**config.mk**
```make
export PLATFORM = sky130hd
export DESIGN_NAME = uart_rx_flag_unit
export DESIGN_NICKNAME = d
export VERILOG_FILES = /design/src/rtl/uart_rx_flag_pkg.sv /design/src/rtl/uart_rx_rst_sync.sv /design/src/rtl/uart_rx_clr_flag.sv /design/src/rtl/uart_rx_brk_gate.sv /design/src/rtl/uart_rx_busy_track.sv /design/src/rtl/uart_rx_flag_unit.sv
export SDC_FILE = /design/constraint.sdc
export NUM_CORES = 1
export LEC_CHECK = 0
export CORE_ASPECT_RATIO = 0.75
export CORE_UTILIZATION = 35
export CTS_BUF_LIST = sky130_fd_sc_hd__clkbuf_8
export CTS_CLUSTER_SIZE = 10
export DETAILED_ROUTE_END_ITERATION = 7
export PLACE_DENSITY = 0.77
export SETUP_SLACK_MARGIN = 0.2
export SYNTH_ARGS = -nofsm -noshare
export SYNTH_HDL_FRONTEND = slang
export SYNTH_HIERARCHICAL = 1
export SYNTH_SLANG_ARGS = --single-unit
```
**constraint.sdc**
```tcl
create_clock -name clk -period 0.8 [get_ports clk]
set_input_delay 0.16 -clock clk [delete_from_list [all_inputs] [get_ports clk]]
set_output_delay 0.16 -clock clk [all_outputs]
set_load 0.01 [all_outputs]
```
**src/rtl/uart_rx_flag_pkg.sv**
```systemverilog
package uart_rx_flag_pkg;
  // Clearable flags managed by the two-step clear cells
  localparam int unsigned NUM_CLR_FLAGS = 4;
  localparam int unsigned IDX_PARITY    = 0;
  localparam int unsigned IDX_FRAME     = 1;
  localparam int unsigned IDX_FULL      = 2;
  localparam int unsigned IDX_BREAK     = 3;
  // Bit positions inside status byte 2
  localparam int unsigned S2_BUSY_BIT   = 0;
  localparam int unsigned S2_BREAK_BIT  = 1;
endpackage

```
**src/rtl/uart_rx_rst_sync.sv**
```systemverilog
module uart_rx_rst_sync #(
  parameter int unsigned STAGES = 2
) (
  input  logic clk,
  input  logic rst_n_async,
  output logic rst_n_sync
);
  logic [STAGES-1:0] sync_q;

  always_ff @(posedge clk or negedge rst_n_async) begin
    if (!rst_n_async) sync_q <= '0;
    else              sync_q <= {sync_q[STAGES-2:0], 1'b1};
  end

  assign rst_n_sync = sync_q[STAGES-1];
endmodule

```
**src/rtl/uart_rx_clr_flag.sv**
```systemverilog
module uart_rx_clr_flag (
  input  logic clk,
  input  logic rst_n,
  input  logic set_i,
  input  logic arm_rd_i,
  input  logic data_rd_i,
  output logic flag_o,
  output logic clr_done_o
);
  logic flag_q, flag_d;
  logic armed_q, armed_d;
  logic complete;

  always_comb begin
    complete   = flag_q & armed_q & data_rd_i;
    // a set event always wins and drops any pending clear
    flag_d     = set_i | (flag_q & ~complete);
    armed_d    = ~set_i & flag_q & ~complete & (armed_q | arm_rd_i);
    clr_done_o = complete & ~set_i;
  end

  always_ff @(posedge clk or negedge rst_n) begin
    if (!rst_n) begin
      flag_q  <= 1'b0;
      armed_q <= 1'b0;
    end else begin
      flag_q  <= flag_d;
      armed_q <= armed_d;
    end
  end

  assign flag_o = flag_q;
endmodule

```
**src/rtl/uart_rx_brk_gate.sv**
```systemverilog
module uart_rx_brk_gate (
  input  logic clk,
  input  logic rst_n,
  input  logic break_ev_i,
  input  logic line_high_i,
  input  logic flag_cleared_i,
  output logic break_set_o
);
  logic blocked_q, blocked_d;
  logic blk_en;

  always_comb begin
    blk_en    = flag_cleared_i | line_high_i;
    // a clear in the same cycle as a high line still blocks
    blocked_d = flag_cleared_i;
  end

  always_ff @(posedge clk or negedge rst_n) begin
    if (!rst_n)      blocked_q <= 1'b0;
    else if (blk_en) blocked_q <= blocked_d;
  end

  assign break_set_o = break_ev_i & ~blocked_q;
endmodule

```
**src/rtl/uart_rx_busy_track.sv**
```systemverilog
module uart_rx_busy_track (
  input  logic clk,
  input  logic rst_n,
  input  logic start_low_i,
  input  logic false_start_i,
  input  logic idle_i,
  input  logic nine_mode_i,
  input  logic frame_done_i,
  input  logic break_i,
  input  logic ninth_in_i,
  output logic busy_o,
  output logic ninth_o
);
  logic busy_q, busy_d, busy_en;
  logic ninth_q, ninth_d, ninth_en;

  always_comb begin
    busy_en  = start_low_i | false_start_i | idle_i;
    busy_d   = start_low_i;
    ninth_en = nine_mode_i & (break_i | frame_done_i);
    ninth_d  = ~break_i & ninth_in_i;
  end

  always_ff @(posedge clk or negedge rst_n) begin
    if (!rst_n) begin
      busy_q  <= 1'b0;
      ninth_q <= 1'b0;
    end else begin
      if (busy_en)  busy_q  <= busy_d;
      if (ninth_en) ninth_q <= ninth_d;
    end
  end

  assign busy_o  = busy_q;
  assign ninth_o = ninth_q;
endmodule

```
**src/rtl/uart_rx_flag_unit.sv**
```systemverilog
module uart_rx_flag_unit
  import uart_rx_flag_pkg::*;
#(
  parameter int unsigned STAT_W     = 8,
  parameter int unsigned RST_STAGES = 2
) (
  input  logic              clk,
  input  logic              rst_n,
  input  logic              perr_irq_en,
  input  logic              nine_bit_mode,
  input  logic              rx_line_high,
  input  logic              ev_parity_err,
  input  logic              ev_break,
  input  logic              ev_start_low,
  input  logic              ev_false_start,
  input  logic              ev_idle,
  input  logic              ev_frame_done,
  input  logic              ninth_bit_in,
  input  logic              rd_stat1,
  input  logic              rd_stat2,
  input  logic              rd_data,
  input  logic              wr_stat2,
  input  logic [STAT_W-1:0] wr_data,
  output logic              flag_parity,
  output logic              flag_frame_err,
  output logic              flag_rx_full,
  output logic              flag_break,
  output logic              flag_rx_busy,
  output logic              ninth_bit,
  output logic              err_irq,
  output logic [STAT_W-1:0] stat2_byte
);
  localparam int unsigned PAD_W = STAT_W - 2;

  logic                     rst_sync_n;
  logic [NUM_CLR_FLAGS-1:0] set_ev, arm_rd, flag_q, clr_done;
  logic                     break_set;
  logic                     unused_in;

  // status register 2 has no writable bits
  assign unused_in = ^{wr_stat2, wr_data, clr_done[IDX_FULL:IDX_PARITY]};

  uart_rx_rst_sync #(.STAGES(RST_STAGES)) rst_sync_i (
    .clk         (clk),
    .rst_n_async (rst_n),
    .rst_n_sync  (rst_sync_n)
  );

  uart_rx_brk_gate brk_gate_i (
    .clk            (clk),
    .rst_n          (rst_sync_n),
    .break_ev_i     (ev_break),
    .line_high_i    (rx_line_high),
    .flag_cleared_i (clr_done[IDX_BREAK]),
    .break_set_o    (break_set)
  );

  always_comb begin
    set_ev             = '0;
    arm_rd             = '0;
    set_ev[IDX_PARITY] = ev_parity_err;
    set_ev[IDX_FRAME]  = ev_break;
    set_ev[IDX_FULL]   = ev_break | ev_frame_done;
    set_ev[IDX_BREAK]  = break_set;
    arm_rd[IDX_PARITY] = rd_stat1;
    arm_rd[IDX_FRAME]  = rd_stat1;
    arm_rd[IDX_FULL]   = rd_stat1;
    arm_rd[IDX_BREAK]  = rd_stat2;
  end

  for (genvar g = 0; g < NUM_CLR_FLAGS; g++) begin : g_flag
    uart_rx_clr_flag flag_i (
      .clk        (clk),
      .rst_n      (rst_sync_n),
      .set_i      (set_ev[g]),
      .arm_rd_i   (arm_rd[g]),
      .data_rd_i  (rd_data),
      .flag_o     (flag_q[g]),
      .clr_done_o (clr_done[g])
    );
  end

  uart_rx_busy_track busy_i (
    .clk           (clk),
    .rst_n         (rst_sync_n),
    .start_low_i   (ev_start_low),
    .false_start_i (ev_false_start),
    .idle_i        (ev_idle),
    .nine_mode_i   (nine_bit_mode),
    .frame_done_i  (ev_frame_done),
    .break_i       (ev_break),
    .ninth_in_i    (ninth_bit_in),
    .busy_o        (flag_rx_busy),
    .ninth_o       (ninth_bit)
  );

  assign flag_parity    = flag_q[IDX_PARITY];
  assign flag_frame_err = flag_q[IDX_FRAME];
  assign flag_rx_full   = flag_q[IDX_FULL];
  assign flag_break     = flag_q[IDX_BREAK];
  assign err_irq        = flag_parity & perr_irq_en;

  always_comb begin
    stat2_byte               = {{PAD_W{1'b0}}, 2'b00};
    stat2_byte[S2_BREAK_BIT] = flag_break;
    stat2_byte[S2_BUSY_BIT]  = flag_rx_busy;
  end
endmodule

```
* Yosys cells after proc, flatten, opt, wreduce, memory -nomap -nowiden *
Index checks and enable logic that the tools add are counted.

word-level totals
  flip-flop bits (word level) = 13
  bits of input ports = 24
  output and inout bits = 15
  logic and storage cells = 62

cells by class
  bitwise gates (word level) = 50

operators with widths
  cell           count
  $and A1 B1 Y1  29
  $or A1 B1 Y1   12
  $not A1 Y1     9

* Logic depth before layout (Yosys ltp) *
  word-level depth = 6
  mapped depth = 4
  gate-level depth less buffers = 4

* By module *
The synthesis kept the hierarchy.

by module, submodules not included
  module              instances  cells each  area an instance (µm²)  seq. area each (µm²)
  uart_rx_clr_flag    4          9           107.6                   50.0
  uart_rx_busy_track  1          8           91.3                    50.0
  uart_rx_flag_unit   1          11          76.3                    0.0
  uart_rx_rst_sync    1          3           53.8                    50.0
  uart_rx_brk_gate    1          4           42.5                    25.0

* Worst setup path after synthesis *
No wires, ideal clock.

  kind = flip-flop to flip-flop
  start point = register brk_gate_i.blocked_q
  end point = register brk_gate_i.blocked_q
  setup time = 0.118 ns
  arrival = 0.803 ns
  required time = 0.682 ns
  setup slack = -0.121 ns
  cell stages (with the launch flop) = 5
  path buffers = 0
  period minus slack after synthesis = 0.921 ns
  path through = dfrtp_1 -> nor2b_1 -> nand2b_4 -> nor2_1 -> a21o_1

between the ends
  word-level cells in the longest chain between the ends = 5

RTL lines
  item                      RTL line                 RTL
  start: declaration        uart_rx_brk_gate.sv:9    logic blocked_q, blocked_d;
  start signal: assignment  uart_rx_brk_gate.sv:20   else if (blk_en) blocked_q <= blocked_d;
  $not A1 Y1 *              uart_rx_brk_gate.sv:23   assign break_set_o = break_ev_i & ~blocked_q;
  $and A1 B1 Y1 *           uart_rx_brk_gate.sv:23
  via break_set             uart_rx_flag_unit.sv:37  logic break_set;
  $not A1 Y1 *              uart_rx_clr_flag.sv:19   clr_done_o = complete & ~set_i;
  $and A1 B1 Y1 *           uart_rx_clr_flag.sv:19
  via clr_done[3]           uart_rx_flag_unit.sv:36  logic [NUM_CLR_FLAGS-1:0] set_ev, arm_rd, flag_q, clr_done;
  $or A1 B1 Y1              uart_rx_brk_gate.sv:13   blk_en = flag_cleared_i | line_high_i;

The timed path passes the listed nets; every way through them passes the cells marked *.
A chain may end at the register's enable or synchronous reset.

* Worst setup path in the final report *
  start point = register g_flag[0].flag_i.flag_q
  end point = output port err_irq

between the ends
  word-level cells in the longest chain between the ends = 1

RTL lines
  item                      RTL line                  RTL
  start: declaration        uart_rx_clr_flag.sv:10    logic flag_q, flag_d;
  start signal: assignment  uart_rx_clr_flag.sv:27    flag_q <= flag_d;
  $and A1 B1 Y1             uart_rx_flag_unit.sv:101  assign err_irq = flag_parity & perr_irq_en;
  end: declaration          uart_rx_flag_unit.sv:30   output logic err_irq,

No other way between the ends.

==> results by group <==
Worst setup path
  – Reg2Reg Launch Point: brk_gate_i/blocked_q
  – Kind of critical path: flop to output port
  – R2R setup slack: -0.15 ns
  – R2r endpoint: brk_gate_i/blocked_q
  – Crit path max fanout: 3
  – CP startpoint kind: flop
  – Worst EP arrival: 0.89 ns
  – Req. time, crit path: 0.64 ns
  – Worst-case reg-to-reg path depth: 4
  – CP endpoint kind: output port

Global routing
  – Grt met2 use: 0.2278
  – GR peak layer: met2
  – Gr ovfl total: 0
  – Routing usage on met1: 0.1570
  – Met3 GRT Util: 0.06818
  – GRT Total Usage: 0.1341
  – Largest net degree at the start of global routing: 12
  – Global-route wire length before repair: 1.918 mm
  – Vias in the first global route: 461
  – Initial antenna violation count: 0

Clock network
  – Clock buffer depth: 2
  – # H-tree levels: 1
  – CTS Root Cell: clkbuf_8
  – Clock Latency Late Sink: 0.24 ns
  – Clock transition at the registers of the reported paths: 0.06 ns
  – Cts bufs inserted: 3
  – CTS tree: done
  – Sink Count: 13
  – CTS Hold Bufs: 0

Detailed routing
  – Vias per cell: 4.246
  – TritonRoute pass-1 iters: 3
  – Residual DRC: 0
  – ANT nets after route: 0
  – DR iter-0 viols: 2
  – Vias: 501
  – Final WL: 1.245 mm
  – Wirelength per Cell: 10.55 um

Timing
  – Post-route setup slack: -0.2540 ns
  – Worst clock skew: 0.004714 ns
  – Final setup viols: 19
  – Max Clock Freq: 0.9488 GHz
  – Final Cycle Share: 1.317
  – Fin. Hold Viols: 0
  – RSZ-0062 raised after global routing: true
  – Fin. max-slew vios: 0
  – Final worst path period need: 1.054 ns

Final layout
  – # nets final: 121
  – Commonest non-fill, non-tap cell in the layout: buf_6
  – Post-route insts no fill: 118
  – Fin area: 0.001071 mm2
  – Syn-to-layout area delta: 56.78%
  – Share of cells above drive strength 1: 0.4688
  – Most frequent cells in the layout: buf_6 (13), dfrtp_1 (10), clkdlybuf4s50_1 (10), nand2b_4 (8), conb_1 (7)
  – ANT cells: 0
  – Filler cells: 165

Die
  – Die width: 53.02 um
  – Initial Util: 0.3818
  – Core area: 0.001789 mm2
  – I/O pin count: 39
  – Row count: 13
  – Die Y-Extent: 40.26 um
  – Die ar.: 0.002134 mm2

Power
  – Clk pwr share: 0.328
  – Gate power share: 0.239
  – Internal power: 0.001318 W
  – Seq pwr share: 0.434
  – P_sw: 0.0004343 W
  – Pwr per Cell Area: 1636 mW/mm2
  – Worst vdd ir: 1.458 mV
  – P_leak: 0.5043 nW
  – Net Sw Frac: 0.2479

Placement
  – Cell Area, Placed: 964.7 um2
  – Routability cong.: 0.6484
  – Dpl cells: 109
  – DPL Wire Length: 923.3 um
  – Port bufs: 23

Worst hold path
  – Hold WC Path Type: input pin to async pin

Status
  – Failing checks: setup timing
  – Status: complete, but fails checks

Job
  – Max_cap viols: 0

Logic synthesis
  – Syn Area/Cell: 11.58 um2
  – Cells after Synth: 59
  – Synth Warn #: 6
  – Cell Area, Synth: 683.2 um2
## power by group through the flow
| stage | Sequential [W] | Combinational (W) | Clock, W |
|---|---|---|---|
| 5_1_grt | 0.000769 | 0.000452 | 0.000627 |
| 6_report | 0.000759 | 0.000418 | 0.000574 |
| 2_1_floorplan | 0.000776 | 0.000190 | 0 |
| 3_3_place_gp | 0.000763 | 0.000373 | 0 |
| 3_5_place_dp | 0.000765 | 0.000383 | 0 |
| 4_1_cts | 0.000761 | 0.000401 | 0.000585 |
## flip-flops by register name (all words and copies together), names as in the netlist
| signal | cells |
|---|---|
| busy_i/ninth_o | 1 |
| brk_gate_i/blocked_q | 1 |
| g_flag.flag_i/flag_o | 4 |
| g_flag.flag_i/armed_q | 4 |
| busy_i/busy_o | 1 |
| rst_sync_i/sync_q | 2 |
## metal layers
metal,wire [um],up-vias,share of wire
li1,-,250,-
met1,570,229,0.46
met2,596,22,0.48
met3,78,0,0.063
met4,0,0,0
met5,0,-,0
## worst max path at each step
stage          cells past startpoint                   end  slack [ns]                    start
3_5_place_dp                       3               err_irq       -0.62              perr_irq_en
6_report                           2               err_irq       -0.25  g_flag[0].flag_i/flag_o
4_1_cts                            2               err_irq       -0.26  g_flag[0].flag_i/flag_o
3_3_place_gp                       3               err_irq       -0.62              perr_irq_en
2_1_floorplan                      4  brk_gate_i/blocked_q       -0.12     brk_gate_i/blocked_q
5_1_grt                            2               err_irq       -0.29  g_flag[0].flag_i/flag_o
## critical path, cell delays in order, from the launching register on
cell and delay (ns):
dfrtp_2 0.41, and2_4 0.14, buf_6 0.11
## what timing repair did
action	in CTS	in global routing
pin swaps	1	0
resized for setup	57	4
endpoints found under the setup margin	20	22
setup buffers	3	2
## per-stage QoR
stage	util	total power, W	hold slack (ns)	setup slack (ns)	TNS, ns
floorplan	-	0.0009662	-0.1356	-0.1155	-0.1769
detailed placement	0.5392	0.001148	0.1959	-0.6179	-6.676
CTS	0.5797	0.001748	0.07717	-0.2624	-2.019
global placement	0.5392	0.001136	0.1900	-0.6190	-6.344
global route	0.5986	0.001848	0.07580	-0.2878	-2.583
finish	0.5986	0.001752	0.08041	-0.2540	-1.964
## cell type report
cell class	instances	area, um2	area share
clock buffer	3	41.29	0.03855
multi-input combinational	41	329.1	0.3072
tap	22	27.53	0.02570
clock inverter	1	3.754	0.003505
inverter	2	7.507	0.007009
sequential	13	329.1	0.3072
timing repair buffer	36	332.8	0.3107
(Power assumes the default switching activity.)
